--- src/rtl/bitfn_pkg.sv ---
package bitfn_pkg;
   localparam int TT_W = 4;

   typedef struct packed {
      logic lt;
      logic gt;
      logic eq;
      logic so;
   } cond_nib_t;

   localparam logic [TT_W-1:0] TT_AND  = 4'b1000;
   localparam logic [TT_W-1:0] TT_OR   = 4'b1110;
   localparam logic [TT_W-1:0] TT_XOR  = 4'b0110;
   localparam logic [TT_W-1:0] TT_NAND = 4'b0111;
   localparam logic [TT_W-1:0] TT_NOR  = 4'b0001;
   localparam logic [TT_W-1:0] TT_EQV  = 4'b1001;
   localparam logic [TT_W-1:0] TT_ANDN = 4'b0010;
   localparam logic [TT_W-1:0] TT_ORN  = 4'b1011;
endpackage

--- src/rtl/bitfn_opsel.sv ---
module bitfn_opsel #(
   parameter int DATA_W = 64
) (
   input  logic              use_imm,
   input  logic [DATA_W-1:0] reg_b,
   input  logic [DATA_W-1:0] imm_b,
   output logic [DATA_W-1:0] op_b
);
   // choose the second operand
   assign op_b = use_imm ? imm_b : reg_b;
endmodule

--- src/rtl/bitfn_array.sv ---
module bitfn_array
   import bitfn_pkg::*;
#(
   parameter int DATA_W = 64
) (
   input  logic [TT_W-1:0]   table_i,
   input  logic [DATA_W-1:0] op_a,
   input  logic [DATA_W-1:0] op_b,
   output logic [DATA_W-1:0] y
);
   // one truth-table lookup per bit
   for (genvar i = 0; i < DATA_W; i++) begin : g_bit
      logic [1:0] sel;
      assign sel  = {op_b[i], op_a[i]};
      assign y[i] = table_i[sel];
   end
endmodule

--- src/rtl/bitfn_cond.sv ---
module bitfn_cond
   import bitfn_pkg::*;
#(
   parameter int DATA_W = 64
) (
   input  logic [DATA_W-1:0] value,
   output cond_nib_t         nib
);
   logic is_zero;
   assign is_zero = (value == '0);

   // signed classification of the result
   always_comb begin
      nib.lt = value[DATA_W-1];
      nib.eq = is_zero;
      nib.gt = ~value[DATA_W-1] & ~is_zero;
      nib.so = 1'b0;
   end
endmodule

--- src/rtl/bitfn_unit.sv ---
module bitfn_unit
   import bitfn_pkg::*;
#(
   parameter int DATA_W = 64,
   parameter int TAG_W  = 6,
   parameter bit HAS_CR = 1'b1
) (
   input  logic              clk,
   input  logic              rst,
   input  logic              in_valid,
   input  logic              is_imm,
   input  logic [3:0]        lut,
   input  logic [DATA_W-1:0] src_a,
   input  logic [DATA_W-1:0] src_b,
   input  logic [DATA_W-1:0] imm,
   input  logic              want_cr,
   input  logic [TAG_W-1:0]  tag_in,
   output logic              out_valid,
   output logic [DATA_W-1:0] result,
   output logic              cr_valid,
   output logic [3:0]        cr,
   output logic [TAG_W-1:0]  tag_out
);
   localparam int NIB_W = $bits(cond_nib_t);

   if (DATA_W < 2) begin : g_chk_w
      $error("bitfn_unit: DATA_W must be at least 2");
   end
   if (TAG_W < 1) begin : g_chk_t
      $error("bitfn_unit: TAG_W must be at least 1");
   end
   if (NIB_W != 4) begin : g_chk_n
      $error("bitfn_unit: condition nibble must be 4 bits");
   end

   logic [DATA_W-1:0] op_b;
   logic [DATA_W-1:0] y;
   cond_nib_t         nib;
   logic              cr_take;

   bitfn_opsel #(.DATA_W(DATA_W)) u_opsel (
      .use_imm (is_imm),
      .reg_b   (src_b),
      .imm_b   (imm),
      .op_b    (op_b)
   );

   bitfn_array #(.DATA_W(DATA_W)) u_array (
      .table_i (lut),
      .op_a    (src_a),
      .op_b    (op_b),
      .y       (y)
   );

   if (HAS_CR) begin : g_cr
      bitfn_cond #(.DATA_W(DATA_W)) u_cond (
         .value (y),
         .nib   (nib)
      );
      assign cr_take = in_valid & want_cr;
   end else begin : g_no_cr
      assign nib     = '0;
      assign cr_take = 1'b0;
   end

   // single output register stage
   always_ff @(posedge clk) begin
      if (rst) begin
         out_valid <= 1'b0;
         cr_valid  <= 1'b0;
         cr        <= '0;
         result    <= '0;
         tag_out   <= '0;
      end else begin
         out_valid <= in_valid;
         cr_valid  <= cr_take;
         cr        <= cr_take ? nib : '0;
         if (in_valid) begin
            result  <= y;
            tag_out <= tag_in;
         end
      end
   end
endmodule

--- config.mk ---
export PLATFORM = sky130hd
export DESIGN_NAME = bitfn_unit
export DESIGN_NICKNAME = d
export VERILOG_FILES = /design/src/rtl/bitfn_pkg.sv /design/src/rtl/bitfn_opsel.sv /design/src/rtl/bitfn_array.sv /design/src/rtl/bitfn_cond.sv /design/src/rtl/bitfn_unit.sv
export SDC_FILE = /design/constraint.sdc
export NUM_CORES = 1
export LEC_CHECK = 0
export BUFFER_PORTS_ARGS = -buffer_cell sky130_fd_sc_hd__buf_2
export CAP_MARGIN = 10
export CORE_MARGIN = 1.5
export CORE_UTILIZATION = 29
export CTS_CLUSTER_DIAMETER = 150
export DETAILED_ROUTE_END_ITERATION = 10
export GPL_ROUTABILITY_DRIVEN = 0
export PLACE_DENSITY = 0.61
export SLEW_MARGIN = 10
export SYNTH_ARGS = -nofsm -noshare
export SYNTH_HDL_FRONTEND = slang
export SYNTH_SLANG_ARGS = --single-unit
--- constraint.sdc ---
create_clock -name clk -period 2.1 [get_ports clk]
set_input_delay 0.105 -clock clk [delete_from_list [all_inputs] [get_ports clk]]
set_output_delay 0.105 -clock clk [all_outputs]
set_load 0.02 [all_outputs]
# Word-level counts from Yosys, hierarchy flattened
# Cells that the tools add are included.
# totals
wordCells	206
memories	0
output_inout_bits	76
mem_bits_ro	0
mem_bits_rw	0
reg_bits	76
latch_bits	0
input_bits	207
# op_classes
n_reduce_logical	2
n_bitwise	5
n_addsub	0
shift	0
muxes	129
n_lt_le_gt_ge	64
eq_ne	0
n_mul	0
div_mod_pow	0
# ops
cell	n
less-than comparator 2 x 3 -> 1 bit (second input constant)	64
binary-select mux 1 bit (select 2 bit)	64
zero test 64 bit	1
2-to-1 mux 1 bit	64
2-to-1 mux 64 bit	1
NOT 1 bit	3
AND 1 bit	2
OR reduction 2 bit	1

# Longest topological paths before layout
# Gate-level depths: netlist of run 1.
# logic_depth
word_depth	6
ltp_mapped	9
depth_no_buf	6

# By module
# Synthesis of run 1 repeated with hierarchy kept, for this count alone.
# unflattened
cells_unflattened	426
area_unflattened_um2	5549.1
# modules_own_cells
mod	area_each_um2	cells_each	n_inst
bitfn_unit	2675.1	238	1
bitfn_array	1604.0	91	1
bitfn_opsel	1077.3	71	1
bitfn_cond	192.7	26	1

# Worst setup path after synthesis of run 1
# OpenSTA, ideal clock, no wires.
# synth_path
path_kind	input-to-reg
start	in is_imm
end	reg cr[1]
path_buffers	2
t_arrival_ns	1.732
stages	8
setup_slack_ns	0.308
required_time_ns	2.040
path_cell_list	buf_6 buf_8 mux2i_1 mux4_2 nor4_1 nand4_1 nor4_2 and3_1
# synth_between
elab_chain_cells	4
# synth_rtl
item	line_no	text
from (decl)	bitfn_unit.sv:11	input logic is_imm,
2-to-1 mux 64 bit (*)	bitfn_opsel.sv:10	assign op_b = use_imm ? imm_b : reg_b;
binary-select mux 1 bit (select 2 bit)	bitfn_array.sv:15	assign y[i] = table_i[sel];
2-to-1 mux 1 bit (implied by the code)	bitfn_array.sv:15	
zero test 64 bit (*)	bitfn_cond.sv:10	assign is_zero = (value == '0);
to (signal assigned)	bitfn_unit.sv:77	cr <= cr_take ? nib : '0;
to (decl)	bitfn_unit.sv:21	output logic [3:0] cr,
# Mark *: on every way between the ends. The rest lies on a longest branch, timed or not. The select of a mux whose other input is x is not followed.
# A chain may end at the register's enable or synchronous reset.

# Worst setup path after layout of run 1
# Same ends and word-level chain as after synthesis.

==> impl_results.md, run 1 <==
* Crit-path max cell delay at 0.44 ns
* CTS H-tree depth at 3
* Status: finished clean
* Critical Path RT at approximately 2.4 ns
* Skew-Pair Late Insertion Delay at 0.33 ns
* Finished Core Util at 0.430
* Crit Path Max Fanout at 15
* Number of synthesized flops with an enable pin at 0
* Initial core utilization at 0.300
* Static Leak at 3.61 nW
* Startpoint type of the worst setup path: input port
* Routed WL per cell at 19.1 µm
* DRT Pass-1 Iters at 4
* Layout area overhead at 43.1%
* RSZ-0062 raised after global routing: no
* Nets at approximately 910
* Worst hold path class: input port to register
* Crit-path most repeated cell: buf_4
* Clock share of power at 0.361
* CTS Buf Count at 9
* Final Slew Violations at 0
* Core box area at 0.0168 mm²
* Synth cell types at 24
* Dpl cells at roughly 900
* Final wirelength at 17700 µm
* Via count at 4686
* CP top delay family: simple AND/OR/NAND/NOR gates
* Initial antenna violation count at 0
* YS warnings at 0
* Register area at 0.00150 mm²
* Post-detail-place hpwl at 13700 µm
* Sequential share of the synthesized area at 0.298
* P_int at 0.00324 W
* Synth top cells by count: 134 x mux2i_1, 75 x dfxtp_1, 70 x nor2_1, 53 x mux4_2, 30 x clkbuf_1
* Min Tclk post-route at just under 2 ns
* Final worst slack at 0.132 ns
* GRT Overall Usage at 0.195
* First-pass GRT wire length at 26600 µm
* Crit path capture type: register
* Clock buffer depth at 2
* Post-Syn Nets at between 600 and 700
* NetSw at 0.00134 W
* I/O Pins at 283
* Syn avg cell area at 11.9 µm²
* Top cell type's share of synthesized area at 0.298
* Buf/Inv on CP at 3
* Antenna diodes at 0
* Pre-CTS setup slack at -0.339 ns
* Reg-to-reg setup timing slack at 1.45 ns
* CP arrival at 2.25 ns
* Final Non-Filler Cells at 926
* CP Cell Sequence: buf_4, buf_12, buf_4, mux2i_1, mux4_2, nor4_1, nand4_1, nor3_4, and3_1
* Sw Ratio at 0.293
* Root Buffer: clkbuf_16
* DR iter-0 viols at 231
* Design area at 0.00720 mm²
* Number of global-route vias before repair at 4691
* Placed inst area at 0.00683 mm²
* Count leader, synth: mux2i_1
* Comb pwr share at 0.292
* Chip Width at 135 µm
* Clock sinks at 75
* Tcrit/Tclk final at 0.937
* CTS tree: done
* Post-synthesis cell area at 0.00503 mm²
* FF+latch count, synth at 75
* Synthesized instance count at between 400 and 500
* Final setup skew at 0 ns
* Rows at 47
* Pin count of the biggest net entering global routing at between 40 and 50
* Fill cells at 1624
* Top cells by area, synth: dfxtp_1 30%, mux2i_1 27%, mux4_2 24%
* Remaining DRCs at 0
* Gr ovfl total at 0
* Setup Buffers After CTS at 0
* Setup violators final at 0
* Reg clk slew, reported paths at ~0.060 ns
* Fmax achieved at 508 MHz
* Post-synth ARST share at 0
* PwrDens at 636 mW/mm²
* Port Buffers at 281
* Multi-input logic area at approximately 0.0033 mm²
* Synth area leader: dfxtp_1
* Die height at 135 µm
* Detailed-route vias per instance at just over 5
* Most used flip-flop cell after synthesis: dfxtp_1
* Antenna Violating Nets Remaining at 0
* Share of layout cells above drive strength 1 at 0.541
* Seq pwr share at 0.347
* Die Area at 0.0182 mm²
* Max-Cap Viols at 0
* Max VDD drop at 503 µV
* Hold Worst Slack at between 0.015 and 0.02 ns
* Critical path type: input port to register
* Critical-path top delay cell: nor4_1
* Final hold vios at 0
[routing by layer]
metal / track usage / vias up / part of all wire
met1: 0.234 / 2265 / 0.40
li1: - / 2166 / -
met3: 0.0413 / 27 / 0.069
met4: 0.0800 / 0 / 0.031
met2: 0.339 / 228 / 0.51
met5: 0 / - / 0
[worst register-to-register path: stages (launching register included)]
cell and delay (ns):
dfxtp_1 0.32, mux2i_1 0.15, nor2_1 0.06
[cell type report]
| class | instances | area share |
|---|---|---|
| multi-input cells | 296 | 0.454 |
| repair buffers | 318 | 0.255 |
| flip-flops and latches | 75 | 0.208 |
| well taps | 220 | 0.0382 |
| clock buffers | 11 | 0.0323 |
| clock inverters | 5 | 0.0108 |
| inverters | 1 | 0.000521 |
[what timing repair did]
action | 4_1_cts | 5_1_grt
setup endpoints to repair | 0 | 2
hold buffers | 5 | 0
endpoints found under the hold margin | 5 | 0
resized for setup | 0 | 2
[path summary, 6_finish.rpt]
check               end  cells after the start       start
max               cr[1]                      9      is_imm
min          tag_out[1]                      3   tag_in[1]
max reg2reg   result[7]                      2   result[7]
min reg2reg  result[50]                      2  result[50]
[registers in the layout (all words and copies together) (netlist names)]
signal and cells:
cr_valid 1, cr 3, result 64, tag_out 6, out_valid 1
[through the flow]
stage / total power [W] / TNS [ns]
finish: 0.00458 / 0
CTS: 0.00465 / 0
floorplan: 0.00240 / 0
global route: 0.00480 / 0
detailed placement: 0.00296 / -0.668
global placement: 0.00296 / -0.428
[layout by cell type, fill, tap and decap left out, types with 5 or more instances in the layout]
cell type and count:
buf_4 23, mux2i_1 134, nor2_1 70, mux4_2 53
buf_12 11, dlygate4sd3_1 5, clkbuf_16 9, dfxtp_1 75
buf_2 279, mux4_1 11, nor4_1 13
[cells by family (layout without fill, tap and decap cells)]
family / count (synthesis) / count (layout) / share of synthesized area
multiplexers: 198 / 198 / 0.561
AND/OR/NAND/NOR: 96 / 96 / 0.0848
flip-flops: 75 / 75 / 0.298
buffers and inverters: 52 / 335 / 0.0535
other: 1 / 1 / 0.000745
AO/OA/AOI/OAI: 1 / 1 / 0.00149
[power by group through the flow]
stage	combinational [W]	clock [W]	sequential, W
3_3_place_gp	0.00134	0	0.00162
3_5_place_dp	0.00134	0	0.00162
4_1_cts	0.00135	0.00170	0.00159
2_1_floorplan	0.000647	0	0.00175
5_1_grt	0.00144	0.00176	0.00160
6_report	0.00134	0.00165	0.00159
Note: power is estimated with default switching activity, not from simulation.
==> run 2: changes to the inputs <==
REMOVE_ABC_BUFFERS = 1   (was unset)
==> run 2 against run 1 <==
Net effect:
- count of clock-buffer cells in the layout increased by 1
- non-clock buffer count is 1 higher
- clock skew unchanged
- utilization about the same
- global-route usage shrank 1.9 points
- worst setup slack improved by 0.018 ns
- final cell count stayed put
- worst hold slack worse by 0.0029 ns
- die area unchanged
- flip-flop and latch count is the same
- register-to-register slack better by 0.02 ns
==> impl_results.md, run 2 (synthesized netlist as in run 1, its figures left out) <==
* Status: finished clean
* Crit path capture type: register
* R2r worst-path depth at 2 (unchanged)
* DR iter-0 viols at 106 (-54%)
* Worst hold path class: input port to register
* Core box area at 0.0168 mm² (unchanged)
* Hold Worst Slack at 0.0151 ns (-0.00293 ns)
* Slew headroom at 0.631
* Nets at 909 (+0.11%)
* Final Non-Filler Cells at 926 (unchanged)
* Routed WL per cell at 17.5 µm (-8.2%)
* RSZ-0062 raised after global routing: no
* Skew-Pair Late Insertion Delay at 0.33 ns (about the same)
* Root Buffer: clkbuf_16
* Min Tclk post-route at 1.95 ns (-0.0184 ns)
* Final setup skew at 0 ns (unchanged)
* Crit Path Max Fanout at 22 (+7)
* Final hold vios at 0 (unchanged)
* Antenna diodes at 0 (unchanged)
* I/O Pins at 283 (unchanged)
* Reg clk slew, reported paths at 0.05 ns (about the same)
* Critical path type: input port to register
* Tcrit/Tclk final at 0.928 (-0.00877)
* Worst-Margin Slew at 0.553 ns
* GRT Overall Usage at 0.176 (-0.0186)
* Design area at 0.00720 mm² (about the same)
* Top flop regs: result: 64 flops, tag_out: 6 flops, cr: 3 flops
* Top reg by flops: result
* Static Leak at 3.60 nW (-0.31%)
* Max-Cap Viols at 0 (unchanged)
* Setup violators final at 0 (unchanged)
* Clock buffer depth at 2 (unchanged)
* First-pass GRT wire length at 24400 µm (-8.2%)
* Startpoint type of the worst setup path: input port
* Max VDD drop at 353 µV (-30%)
* Largest register FFs at 64 (unchanged)
* PwrDens at 601 mW/mm² (-5.6%)
* Gr ovfl total at 0 (unchanged)
* Final Slew Violations at 0 (unchanged)
* Rows at 47 (unchanged)
* Via count at 4593 (-2.0%)
* Initial antenna violation count at 0 (unchanged)
* Dpl cells at 910 (+0.55%)
* Hold Crit Depth at 3 (unchanged)
* Critical Path RT at 2.38 ns (about the same)
* Chip Width at 135 µm (unchanged)
* Most frequent cells in the layout: 279 x buf_2, 133 x mux2i_1, 75 x dfxtp_1
* Number of global-route vias before repair at 4582 (-2.3%)
* Share of layout cells above drive strength 1 at 0.551 (+0.00992)
* DRT Pass-1 Iters at 5 (+1)
* Pin count of the biggest net entering global routing at 38 (-9.5%)
* Most common cell after layout, fill and taps aside: buf_2
* Setup Buffers After CTS at 0 (unchanged)
* CTS H-tree depth at 3 (unchanged)
* Final wirelength at 16200 µm (-8.2%)
* Post-detail-place hpwl at 12500 µm (-8.3%)
* Remaining DRCs at 0 (unchanged)
* Die Area at 0.0182 mm² (unchanged)
* CTS tree: done
* CP arrival at 2.23 ns (-0.02 ns)
* Port Buffers at 281 (unchanged)
* Layout area overhead at 43.1% (about the same)
* Antenna Violating Nets Remaining at 0 (unchanged)
* Detailed-route vias per instance at 4.96 (-2.0%)
* Placed inst area at 0.00691 mm² (+1.1%)
* Initial core utilization at 0.300 (unchanged)
* Fmax achieved at 513 MHz (+0.94%)
* Die height at 135 µm (unchanged)
* CTS Buf Count at 9 (unchanged)
* Clock sinks at 75 (unchanged)
run 2: changes by cell type in the layout (fill, tap and decap cells not counted), sizes merged:
cell         before  now
clkinv            2    3
clkbuf           11   12
clkinvlp          1    0
dlygate4sd3       5    1
buf             313  318
bufinv            2    0
run 2: area by class of cell:
class                      instances  area, µm²
clock inverter                     3       15.0
fill                            1630       9560
tap                              220        275
timing repair buffer             319       1870
clock buffer                      12        246
inverter                           1       3.75
multi-input combinational        296       3280
sequential                        75       1500
run 2: path summary, 6_finish.rpt:
path / start / endpoint / slack (ns)
setup / recovery: is_imm / cr[1] / 0.15
hold / removal: tag_in[3] / tag_out[3] / 0.02
setup reg to reg: result[47] / result[47] / 1.47
hold reg to reg: result[1] / result[1] / 0.49
run 2: timing repair:
action / 4_1_cts / 5_1_grt
endpoints found under the hold margin: 1 / 0
setup endpoints to repair: 0 / 2
hold buffers: 1 / 0
resized for setup: 0 / 4
run 2: metal layers:
| layer | track usage | vias up | share of wire |
|---|---|---|---|
| met2 | 0.311 | 226 | 0.49 |
| met1 | 0.211 | 2173 | 0.42 |
| met3 | 0.0383 | 19 | 0.073 |
| met4 | 0.0639 | 0 | 0.018 |
| li1 | - | 2175 | - |
| met5 | 0 | - | 0 |
run 2: through the flow:
stage	setup TNS, ns	utilization	total power, W	worst slack, ns
floorplan	0	-	0.00226	0.466
global placement	-0.673	0.412	0.00293	-0.342
detailed placement	-0.609	0.412	0.00295	-0.309
CTS	0	0.428	0.00438	0.0430
global route	0	0.430	0.00455	0.0206
finish	0	0.430	0.00432	0.150
run 2: report_power, final:
| part | total, W | internal [W] | switching [W] |
|---|---|---|---|
| clock | 0.00141 | 0.000820 | 0.000590 |
| sequential | 0.00159 | 0.00153 | 0.0000546 |
| combinational | 0.00132 | 0.000678 | 0.000647 |
run 2: worst max-delay path, cell delays in order:
cell and delay (ns):
buf_4 0.12, buf_12 0.19, buf_12 0.15, mux2i_2 0.30
mux4_1 0.36, or4_1 0.59, nor4_2 0.19, and3_1 0.19
